<file path="src/rtl/rcap_pkg.sv">
package rcap_pkg;
   typedef enum logic [2:0] {
      ST_REC   = 3'd0,
      ST_SUSP  = 3'd1,
      ST_SEND  = 3'd2,
      ST_RESUM = 3'd3,
      ST_FRZ   = 3'd4
   } rcap_state_e;

   localparam int TRG_N    = 4;
   localparam int TRG_FW   = 0;
   localparam int TRG_MON  = 1;
   localparam int TRG_SW   = 2;
   localparam int TRG_SELF = 3;

   localparam int OH_REC   = 0;
   localparam int OH_SUSP  = 1;
   localparam int OH_SEND  = 2;
   localparam int OH_RESUM = 3;
   localparam int OH_FRZ   = 4;
   localparam int OH_N     = 5;
endpackage

</file>
<file path="src/rtl/rcap_trig.sv">
module rcap_trig
   import rcap_pkg::*;
#(
   parameter int SMP_W = 10,
   parameter int THR_W = 8
) (
   input  logic             smp_valid,
   input  logic [SMP_W-1:0] smp_data,
   input  logic [THR_W-1:0] self_thr,
   input  logic             trg_fw,
   input  logic             trg_mon,
   input  logic             trg_sw,
   input  logic [TRG_N-1:0] trg_mask,
   output logic [TRG_N-1:0] trg_eff
);
   localparam int TOP_LSB = SMP_W - THR_W;

   generate
      if (THR_W > SMP_W) begin : g_bad_thr
         $error("rcap_trig: threshold wider than sample");
      end
   endgenerate

   logic [TRG_N-1:0] raw;
   logic             self_hit;

   // strict compare on the upper sample bits
   assign self_hit = smp_valid && (smp_data[SMP_W-1:TOP_LSB] > self_thr);

   always_comb begin
      raw           = '0;
      raw[TRG_FW]   = trg_fw;
      raw[TRG_MON]  = trg_mon;
      raw[TRG_SW]   = trg_sw;
      raw[TRG_SELF] = self_hit;
   end

   for (genvar g = 0; g < TRG_N; g++) begin : g_mask
      assign trg_eff[g] = raw[g] & trg_mask[g];
   end
endmodule

</file>
<file path="src/rtl/rcap_addr.sv">
module rcap_addr #(
   parameter int ADDR_W = 10
) (
   input  logic              clk,
   input  logic              rst_n,
   input  logic              rec,
   input  logic              smp_valid,
   input  logic              arm,
   input  logic              send,
   input  logic [ADDR_W-1:0] lat_ofs,
   input  logic [ADDR_W-1:0] burst_len,
   output logic              wr_en,
   output logic [ADDR_W-1:0] wr_addr,
   output logic              rd_en,
   output logic [ADDR_W-1:0] rd_addr,
   output logic              send_last
);
   generate
      if (ADDR_W < 2) begin : g_bad_aw
         $error("rcap_addr: ring too small");
      end
   endgenerate

   logic [ADDR_W-1:0] wptr, lw_q, lw_now, base_q, cnt_q;

   assign wr_en     = rec && smp_valid;
   assign wr_addr   = wptr;
   assign lw_now    = wr_en ? wptr : lw_q;
   assign rd_en     = send;
   assign rd_addr   = base_q + cnt_q;
   assign send_last = send && (cnt_q == burst_len);

   always_ff @(posedge clk) begin
      if (!rst_n) begin
         wptr   <= '0;
         lw_q   <= '1;
         base_q <= '0;
         cnt_q  <= '0;
      end else begin
         if (wr_en) begin
            wptr <= wptr + 1'b1;
            lw_q <= wptr;
         end
         if (arm) begin
            base_q <= lw_now + lat_ofs;
            cnt_q  <= '0;
         end else if (send) begin
            cnt_q <= cnt_q + 1'b1;
         end
      end
   end

   AST_WPTR_STEP: assert property (@(posedge clk) disable iff (!rst_n)
      wr_en |=> wr_addr == $past(wr_addr) + 1'b1);
   AST_WPTR_HOLD: assert property (@(posedge clk) disable iff (!rst_n)
      !rec |=> $stable(wr_addr));
   AST_RD_STEP: assert property (@(posedge clk) disable iff (!rst_n)
      rd_en && !send_last |=> rd_en && rd_addr == $past(rd_addr) + 1'b1);
endmodule

</file>
<file path="src/rtl/rcap_fsm.sv">
module rcap_fsm
   import rcap_pkg::*;
#(
   parameter int BX_W   = 8,
   parameter int TURN_W = 16
) (
   input  logic              clk,
   input  logic              rst_n,
   input  logic [TRG_N-1:0]  trg_eff,
   input  logic              send_en,
   input  logic              resume_cmd,
   input  logic              send_last,
   input  logic [BX_W-1:0]   bx_cnt,
   input  logic [TURN_W-1:0] turn_cnt,
   output logic              rec,
   output logic              arm,
   output logic              send,
   output logic [BX_W-1:0]   last_bx,
   output logic [TURN_W-1:0] last_turn,
   output logic [OH_N-1:0]   state_oh
);
   rcap_state_e st_q, st_d;
   logic        frz_q;
   logic        frz_now;

   assign rec     = (st_q == ST_REC);
   assign send    = (st_q == ST_SEND);
   assign arm     = rec && (|trg_eff);
   assign frz_now = |trg_eff[TRG_SELF:TRG_MON];

   always_comb begin
      st_d = st_q;
      unique case (st_q)
         ST_REC:   if (arm) st_d = ST_SUSP;
         ST_SUSP:  st_d = send_en ? ST_SEND : (frz_q ? ST_FRZ : ST_RESUM);
         ST_SEND:  if (send_last) st_d = frz_q ? ST_FRZ : ST_RESUM;
         ST_RESUM: st_d = ST_REC;
         ST_FRZ:   if (resume_cmd) st_d = ST_RESUM;
         default:  st_d = ST_REC;
      endcase
   end

   always_ff @(posedge clk) begin
      if (!rst_n) begin
         st_q      <= ST_REC;
         frz_q     <= 1'b0;
         last_bx   <= '0;
         last_turn <= '0;
      end else begin
         st_q <= st_d;
         if (arm) frz_q <= frz_now;
         if (st_q == ST_SUSP) begin
            last_bx   <= bx_cnt;
            last_turn <= turn_cnt;
         end else if (st_q == ST_RESUM) begin
            last_bx   <= '0;
            last_turn <= '0;
         end
      end
   end

   always_comb begin
      state_oh           = '0;
      state_oh[OH_REC]   = (st_q == ST_REC);
      state_oh[OH_SUSP]  = (st_q == ST_SUSP);
      state_oh[OH_SEND]  = (st_q == ST_SEND);
      state_oh[OH_RESUM] = (st_q == ST_RESUM);
      state_oh[OH_FRZ]   = (st_q == ST_FRZ);
   end

   AST_SUSP_ONCE: assert property (@(posedge clk) disable iff (!rst_n)
      st_q == ST_SUSP |=> st_q != ST_SUSP);
   AST_SKIP_SEND: assert property (@(posedge clk) disable iff (!rst_n)
      st_q == ST_SUSP && !send_en |=> st_q != ST_SEND);
   AST_FRZ_HOLD: assert property (@(posedge clk) disable iff (!rst_n)
      st_q == ST_FRZ && !resume_cmd |=> st_q == ST_FRZ);
   AST_FRZ_EXIT: assert property (@(posedge clk) disable iff (!rst_n)
      st_q == ST_FRZ && resume_cmd |=> st_q == ST_RESUM);
   AST_LATCH_CLR: assert property (@(posedge clk) disable iff (!rst_n)
      st_q == ST_RESUM |=> last_bx == '0 && last_turn == '0);
endmodule

</file>
<file path="src/rtl/raw_capture_seq.sv">
module raw_capture_seq
   import rcap_pkg::*;
#(
   parameter int ADDR_W = 10,
   parameter int SMP_W  = 10,
   parameter int THR_W  = 8,
   parameter int BX_W   = 8,
   parameter int TURN_W = 16
) (
   input  logic              clk,
   input  logic              rst_n,
   input  logic              smp_valid,
   input  logic [SMP_W-1:0]  smp_data,
   input  logic              trg_fw,
   input  logic              trg_mon,
   input  logic              trg_sw,
   input  logic [3:0]        trg_mask,
   input  logic [THR_W-1:0]  self_thr,
   input  logic              send_en,
   input  logic              resume_cmd,
   input  logic [ADDR_W-1:0] lat_ofs,
   input  logic [ADDR_W-1:0] burst_len,
   input  logic [BX_W-1:0]   bx_cnt,
   input  logic [TURN_W-1:0] turn_cnt,
   output logic              wr_en,
   output logic [ADDR_W-1:0] wr_addr,
   output logic              rd_en,
   output logic [ADDR_W-1:0] rd_addr,
   output logic [BX_W-1:0]   last_bx,
   output logic [TURN_W-1:0] last_turn,
   output logic [4:0]        state_oh
);
   logic [TRG_N-1:0] trg_eff;
   logic             rec, arm, send, send_last;

   rcap_trig #(.SMP_W(SMP_W), .THR_W(THR_W)) i_trig (
      .smp_valid(smp_valid), .smp_data(smp_data), .self_thr(self_thr),
      .trg_fw(trg_fw), .trg_mon(trg_mon), .trg_sw(trg_sw),
      .trg_mask(trg_mask), .trg_eff(trg_eff)
   );

   rcap_fsm #(.BX_W(BX_W), .TURN_W(TURN_W)) i_fsm (
      .clk(clk), .rst_n(rst_n), .trg_eff(trg_eff), .send_en(send_en),
      .resume_cmd(resume_cmd), .send_last(send_last), .bx_cnt(bx_cnt),
      .turn_cnt(turn_cnt), .rec(rec), .arm(arm), .send(send),
      .last_bx(last_bx), .last_turn(last_turn), .state_oh(state_oh)
   );

   rcap_addr #(.ADDR_W(ADDR_W)) i_addr (
      .clk(clk), .rst_n(rst_n), .rec(rec), .smp_valid(smp_valid),
      .arm(arm), .send(send), .lat_ofs(lat_ofs), .burst_len(burst_len),
      .wr_en(wr_en), .wr_addr(wr_addr), .rd_en(rd_en), .rd_addr(rd_addr),
      .send_last(send_last)
   );

   AST_STATE_OH: assert property (@(posedge clk) disable iff (!rst_n)
      $onehot(state_oh));
   AST_FRZ_NO_RD: assert property (@(posedge clk) disable iff (!rst_n)
      state_oh[OH_FRZ] |-> !rd_en && !wr_en);
endmodule

</file>
<file path="config.mk">
export PLATFORM = sky130hd
export DESIGN_NAME = raw_capture_seq
export DESIGN_NICKNAME = d
export VERILOG_FILES = /design/src/rtl/rcap_pkg.sv /design/src/rtl/rcap_trig.sv /design/src/rtl/rcap_addr.sv /design/src/rtl/rcap_fsm.sv /design/src/rtl/raw_capture_seq.sv
export SDC_FILE = /design/constraint.sdc
export NUM_CORES = 1
export LEC_CHECK = 0
export ABC_AREA = 1
export BUFFER_PORTS_ARGS = -buffer_cell sky130_fd_sc_hd__buf_2
export CAP_MARGIN = 20
export CORE_ASPECT_RATIO = 0.8
export CORE_UTILIZATION = 25
export DETAILED_ROUTE_END_ITERATION = 6
export SLEW_MARGIN = 30
export SYNTH_ARGS = -nofsm -noshare
export SYNTH_HDL_FRONTEND = slang
export SYNTH_HIERARCHICAL = 1
export SYNTH_SLANG_ARGS = --single-unit
</file>
<file path="constraint.sdc">
create_clock -name clk -period 5.6 [get_ports clk]
set_input_delay 1.68 -clock clk [delete_from_list [all_inputs] [get_ports clk]]
set_output_delay 1.68 -clock clk [all_outputs]
set_load 0.02 [all_outputs]
</file>
# Word level (Yosys, flattened, before mapping)
# Cells that the tools add are included.
word_totals:
  wordCells: 47
  ff_bits: 68
  inputBits: 74
  output_inout_bits: 51
op_classes:
  n_lt_le_gt_ge: 1
  reduce_logical: 10
  n_mux: 11
  n_eq_ne: 8
  bitwise_logic: 5
  addsub: 4
op_table:
  columns: ["operator", "n"]
  rows:
  - ["16-bit two-way mux", 2]
  - ["10-bit by 1-bit adder with 10-bit output, second input constant", 2]
  - ["10-bit adder", 2]
  - ["8-bit two-way mux", 2]
  - ["3-bit two-way mux", 5]
  - ["3-bit case mux with 4 select lines", 1]
  - ["10-bit equality test", 1]
  - ["10-bit two-way mux", 1]
  - ["8-bit greater-than comparator", 1]
  - ["3-bit by 2-bit equality test with 1-bit output, second input constant", 2]
  - ["2-bit != test, second input constant", 3]
  - ["1-bit bitwise AND", 4]
  - ["1-bit logical AND", 4]
  - ["4-bit OR reduction", 1]
  - ["3-bit by 1-bit equality test with 1-bit output, second input constant", 1]
  - ["3-bit equality test, second input constant", 1]
  - ["3-bit logical NOT", 1]
  - ["3-bit AND reduction", 1]
  - ["3-bit OR reduction", 1]
  - ["2-bit nonzero test", 1]
  - ["2-bit OR reduction", 1]
  - ["1-bit inverter", 1]

# Longest topological paths before layout
depth:
  ltp_word: 7
  depth_mapped: 19
  mapped_depth_nobuf: 18

# By module
# The synthesis kept the hierarchy.
modules_own_cells:
  columns: ["module", "n_inst", "seq_area_each_um2", "cells_each", "area_each_um2"]
  rows:
  - ["rcap_addr", 1, 800.8, 397, 2660.1]
  - ["rcap_fsm", 1, 560.5, 154, 1117.3]
  - ["rcap_trig", 1, 0.0, 45, 251.5]

# Worst setup path after synthesis
# Ideal clock, no wire load.
synth_timing:
  kind: "input -> output"
  start: "input port smp_valid"
  end: "output port wr_en"
  arrival_ns: 1.892
  cell_stages: 2
  t_required_ns: 3.920
  path_buffers: 0
  path_slack_ns: 2.028
  path_cell_list: "nand2_2 -> inv_2"
synth_between:
  elab_chain_cells: 1
synth_rtl:
  columns: ["element", "line_no", "source"]
  rows:
  - ["start: declaration", "raw_capture_seq.sv:12", "input logic smp_valid,"]
  - ["1-bit logical AND", "rcap_addr.sv:26", "assign wr_en = rec && smp_valid;"]
  - ["end: declaration", "raw_capture_seq.sv:25", "output logic wr_en,"]
# No other way between the ends.

# Final worst setup path
# Ends and elaborated chain as after synthesis.

==> key figures <==
Logic synthesis
  • Post-synth top cells: nand2_1, inv_1, dfxtp_1
  • Synthesis Warnings: 6
  • Syn avg cell area: approximately 6.8 µm²
  • Main synth FF type: dfxtp_1
  • Post-Syn Instances: ~600
  • Share of the synthesized area in the top cell type: 33.79%
  • Ys async rst share: 0%
  • Synth Cell Area: approximately 4000 µm²
  • Most numerous cell in the Yosys netlist: nand2_1
  • Post-synth EDFFs: 0
  • Post-synthesis sequential area ratio: between 30 and 40%
  • Largest cells by area after synthesis: dfxtp_1, nand2_1, ha_1
  • Largest area contributor in the netlist: dfxtp_1
  • Synth Register Bits: slightly below 70
  • Syn_nets: 700
  • Synth unique cells: 40

Global routing
  • Gr ovfl total: 0
  • Initial antenna violation count: 1
  • Vias in the first global route: 3681
  • Wire length of the first global-routing pass: between 15000 and 20000 µm
  • Largest net degree at the start of global routing: 29
  • GRT Overall Usage: ~13%

Floorplanning
  • Initial Util: roughly a quarter
  • Die ar.: 16630 µm²
  • Die X: between 100 and 150 µm
  • Die H: 115.5 µm
  • I/O pins: about 130
  • Row count: slightly above 40
  • Core area: between 15000 and 20000 µm²

Clock network
  • Clk_lat worst skew: around 340 ps
  • Clock transition at the registers of the reported paths: around 60 ps
  • CTS buffer count: 9
  • Clk sink count: 68
  • CTS root buffer: clkbuf_16
  • Max Buffers Root-to-Sink: 2
  • Post-CTS Setup Inserts: 0
  • Total number of H-tree levels: 3
  • Resize count post-CTS: 0
  • Hold Buf Count CTS: 0
  • CTS tree: built

Timing
  • Clock Skews: 6.954 ps
  • Tcrit/Tclk final: 74.25%
  • Final hold violation count: 0
  • Worst-margin pin slew: roughly 600 ps
  • Max-Slew Margin vs Limit: 58.87%
  • Setup ws final: between 1000 and 1500 ps
  • Setup tns final: 0 ps
  • Final setup violation count: 0
  • Max-slew violation count: 0
  • Unrepaired setup endpoints after global routing: no
  • Fmax: ~240 MHz
  • Tmin final: 4158 ps

Critical path
  • WP data arrival: 2480 ps
  • CP startpoint kind: input pin
  • Critical path peak fanout: 26
  • CP Capture Type: primary output
  • Setup CP Type: input pin to primary output
  • Worst Path Required: about 4000 ps

Detailed routing
  • First-pass DRT Iterations: 5
  • DR WL/cell: between 10 and 15 µm
  • Initial DRC count: between 150 and 200
  • DRC viols: 0
  • Post-detailed-route count of antenna-violating nets: 0
  • Total Wirelength: between 10000 and 15000 µm
  • Vias/cell: roughly 4.2
  • Vias: between 3000 and 4000

Place
  • Port Buffer Count: 122
  • Dpl hpwl: 8126 µm
  • Placed Cells incl. Taps: roughly 920
  • Gpl congestion: around 0.82
  • Pre-CTS setup slack: 1436 ps

Power
  • Max rail drop VDD: 0.1963 mV
  • Overall Power: ~2.3 mW
  • Leakage: around 2.7 nW
  • Power per Cell Area: around 440 nW/µm²

Layout
  • ANT cells: 0
  • P&R area growth vs syn: 27.70%
  • Nets: slightly above 800
  • Final non-filler cell total: slightly above 900
  • Fraction of layout cells with a size suffix above 1: a little under a quarter
  • Fin util: between 30% and 40%

Status
  • Status: completed

Job
  • Max-cap violations: 0

Worst hold path
  • Hold Path Class: register to register
routing by layer:
layer	track usage, %	share of wire, %	vias to the layer above	wire (µm)
met5	0	0.13	-	13
met2	20.90	44	96	4513
met3	4.256	6.2	6	642
met1	17.60	50	1725	5137
li1	-	-	2141	-
met4	4.681	0.61	2	63
power breakdown:
group          total [mW]  internal (mW)  switching, mW
logic                1.01          0.354          0.652
registers           0.668          0.596         0.0718
clock network       0.608          0.390          0.219
total                2.28           1.34          0.943
final cells by class:
class                           count  area, µm²
Clock buffer                       10      229.0
Multi-Input combinational cell    433       2278
Sequential cell                    68       1361
Clock inverter                      6      88.84
Timing Repair Buffer              123      618.1
Tap cell                          215      269.0
Fill cell                        1749      10600
Inverter                           80      300.3
sequential cells by signal, indices dropped and copies added (netlist names):
name and count:
i_addr/base_q 10, i_addr/cnt_q 10, i_addr/lw_q 10, i_addr/wr_addr 10
i_fsm/frz_q 1, i_fsm/last_bx 8, i_fsm/last_turn 16, i_fsm/st_q 3
logic make-up after synthesis:
group / Yosys count / share of synthesized area (%)
buf+inv: 95 / 9.783
compound gates: 97 / 13.04
flops: 68 / 33.79
xor+xnor: 13 / 2.826
fa+ha+maj: 30 / 9.690
simple gates: 293 / 30.87
path summary, 6_finish.rpt:
| path | start | end | slack, ps | cells past startpoint |
|---|---|---|---|---|
| hold reg to reg | i_fsm/last_turn[3] | i_fsm/last_turn[3] | 460 | 2 |
| hold / removal | i_fsm/last_turn[3] | i_fsm/last_turn[3] | 460 | 2 |
| setup reg to reg | i_fsm/st_q[0] | i_addr/base_q[6] | 2680 | 15 |
| setup / recovery | smp_valid | wr_en | 1440 | 4 |
metrics by stage:
stage               area (µm²)  hold WS (ps)
detailed placement        4822         447.2
CTS                       5140         463.7
finish                    5145         460.5
global route              5145         481.4
global placement          4822         436.3
floorplan                 4029         423.0
layout by cell type, fill, tap and decap left out, drive strengths merged:
cell / instances
nand2: 193
buf: 123
inv: 80
dfxtp: 68
a21oi: 58
nor2: 45
nand3: 32
ha: 28
o21ai: 24
clkbuf: 10
nor3: 10
xnor2: 7
xor2: 6
or2: 6
nand4: 4
o21a: 3
bufinv: 2
clkinvlp: 2
o21bai: 2
a211oi: 2
a22o: 2
fa: 2
clkinv: 2
a21o: 2
a31oi: 1
o22ai: 1
o221ai: 1
and2: 1
nor3b: 1
nand3b: 1
o31ai: 1
critical path: stages:
cell and delay [ps]:
buf_2 110, nand2_2 330, inv_2 150, buf_2 190
Power figures use the tool's default switching activity.
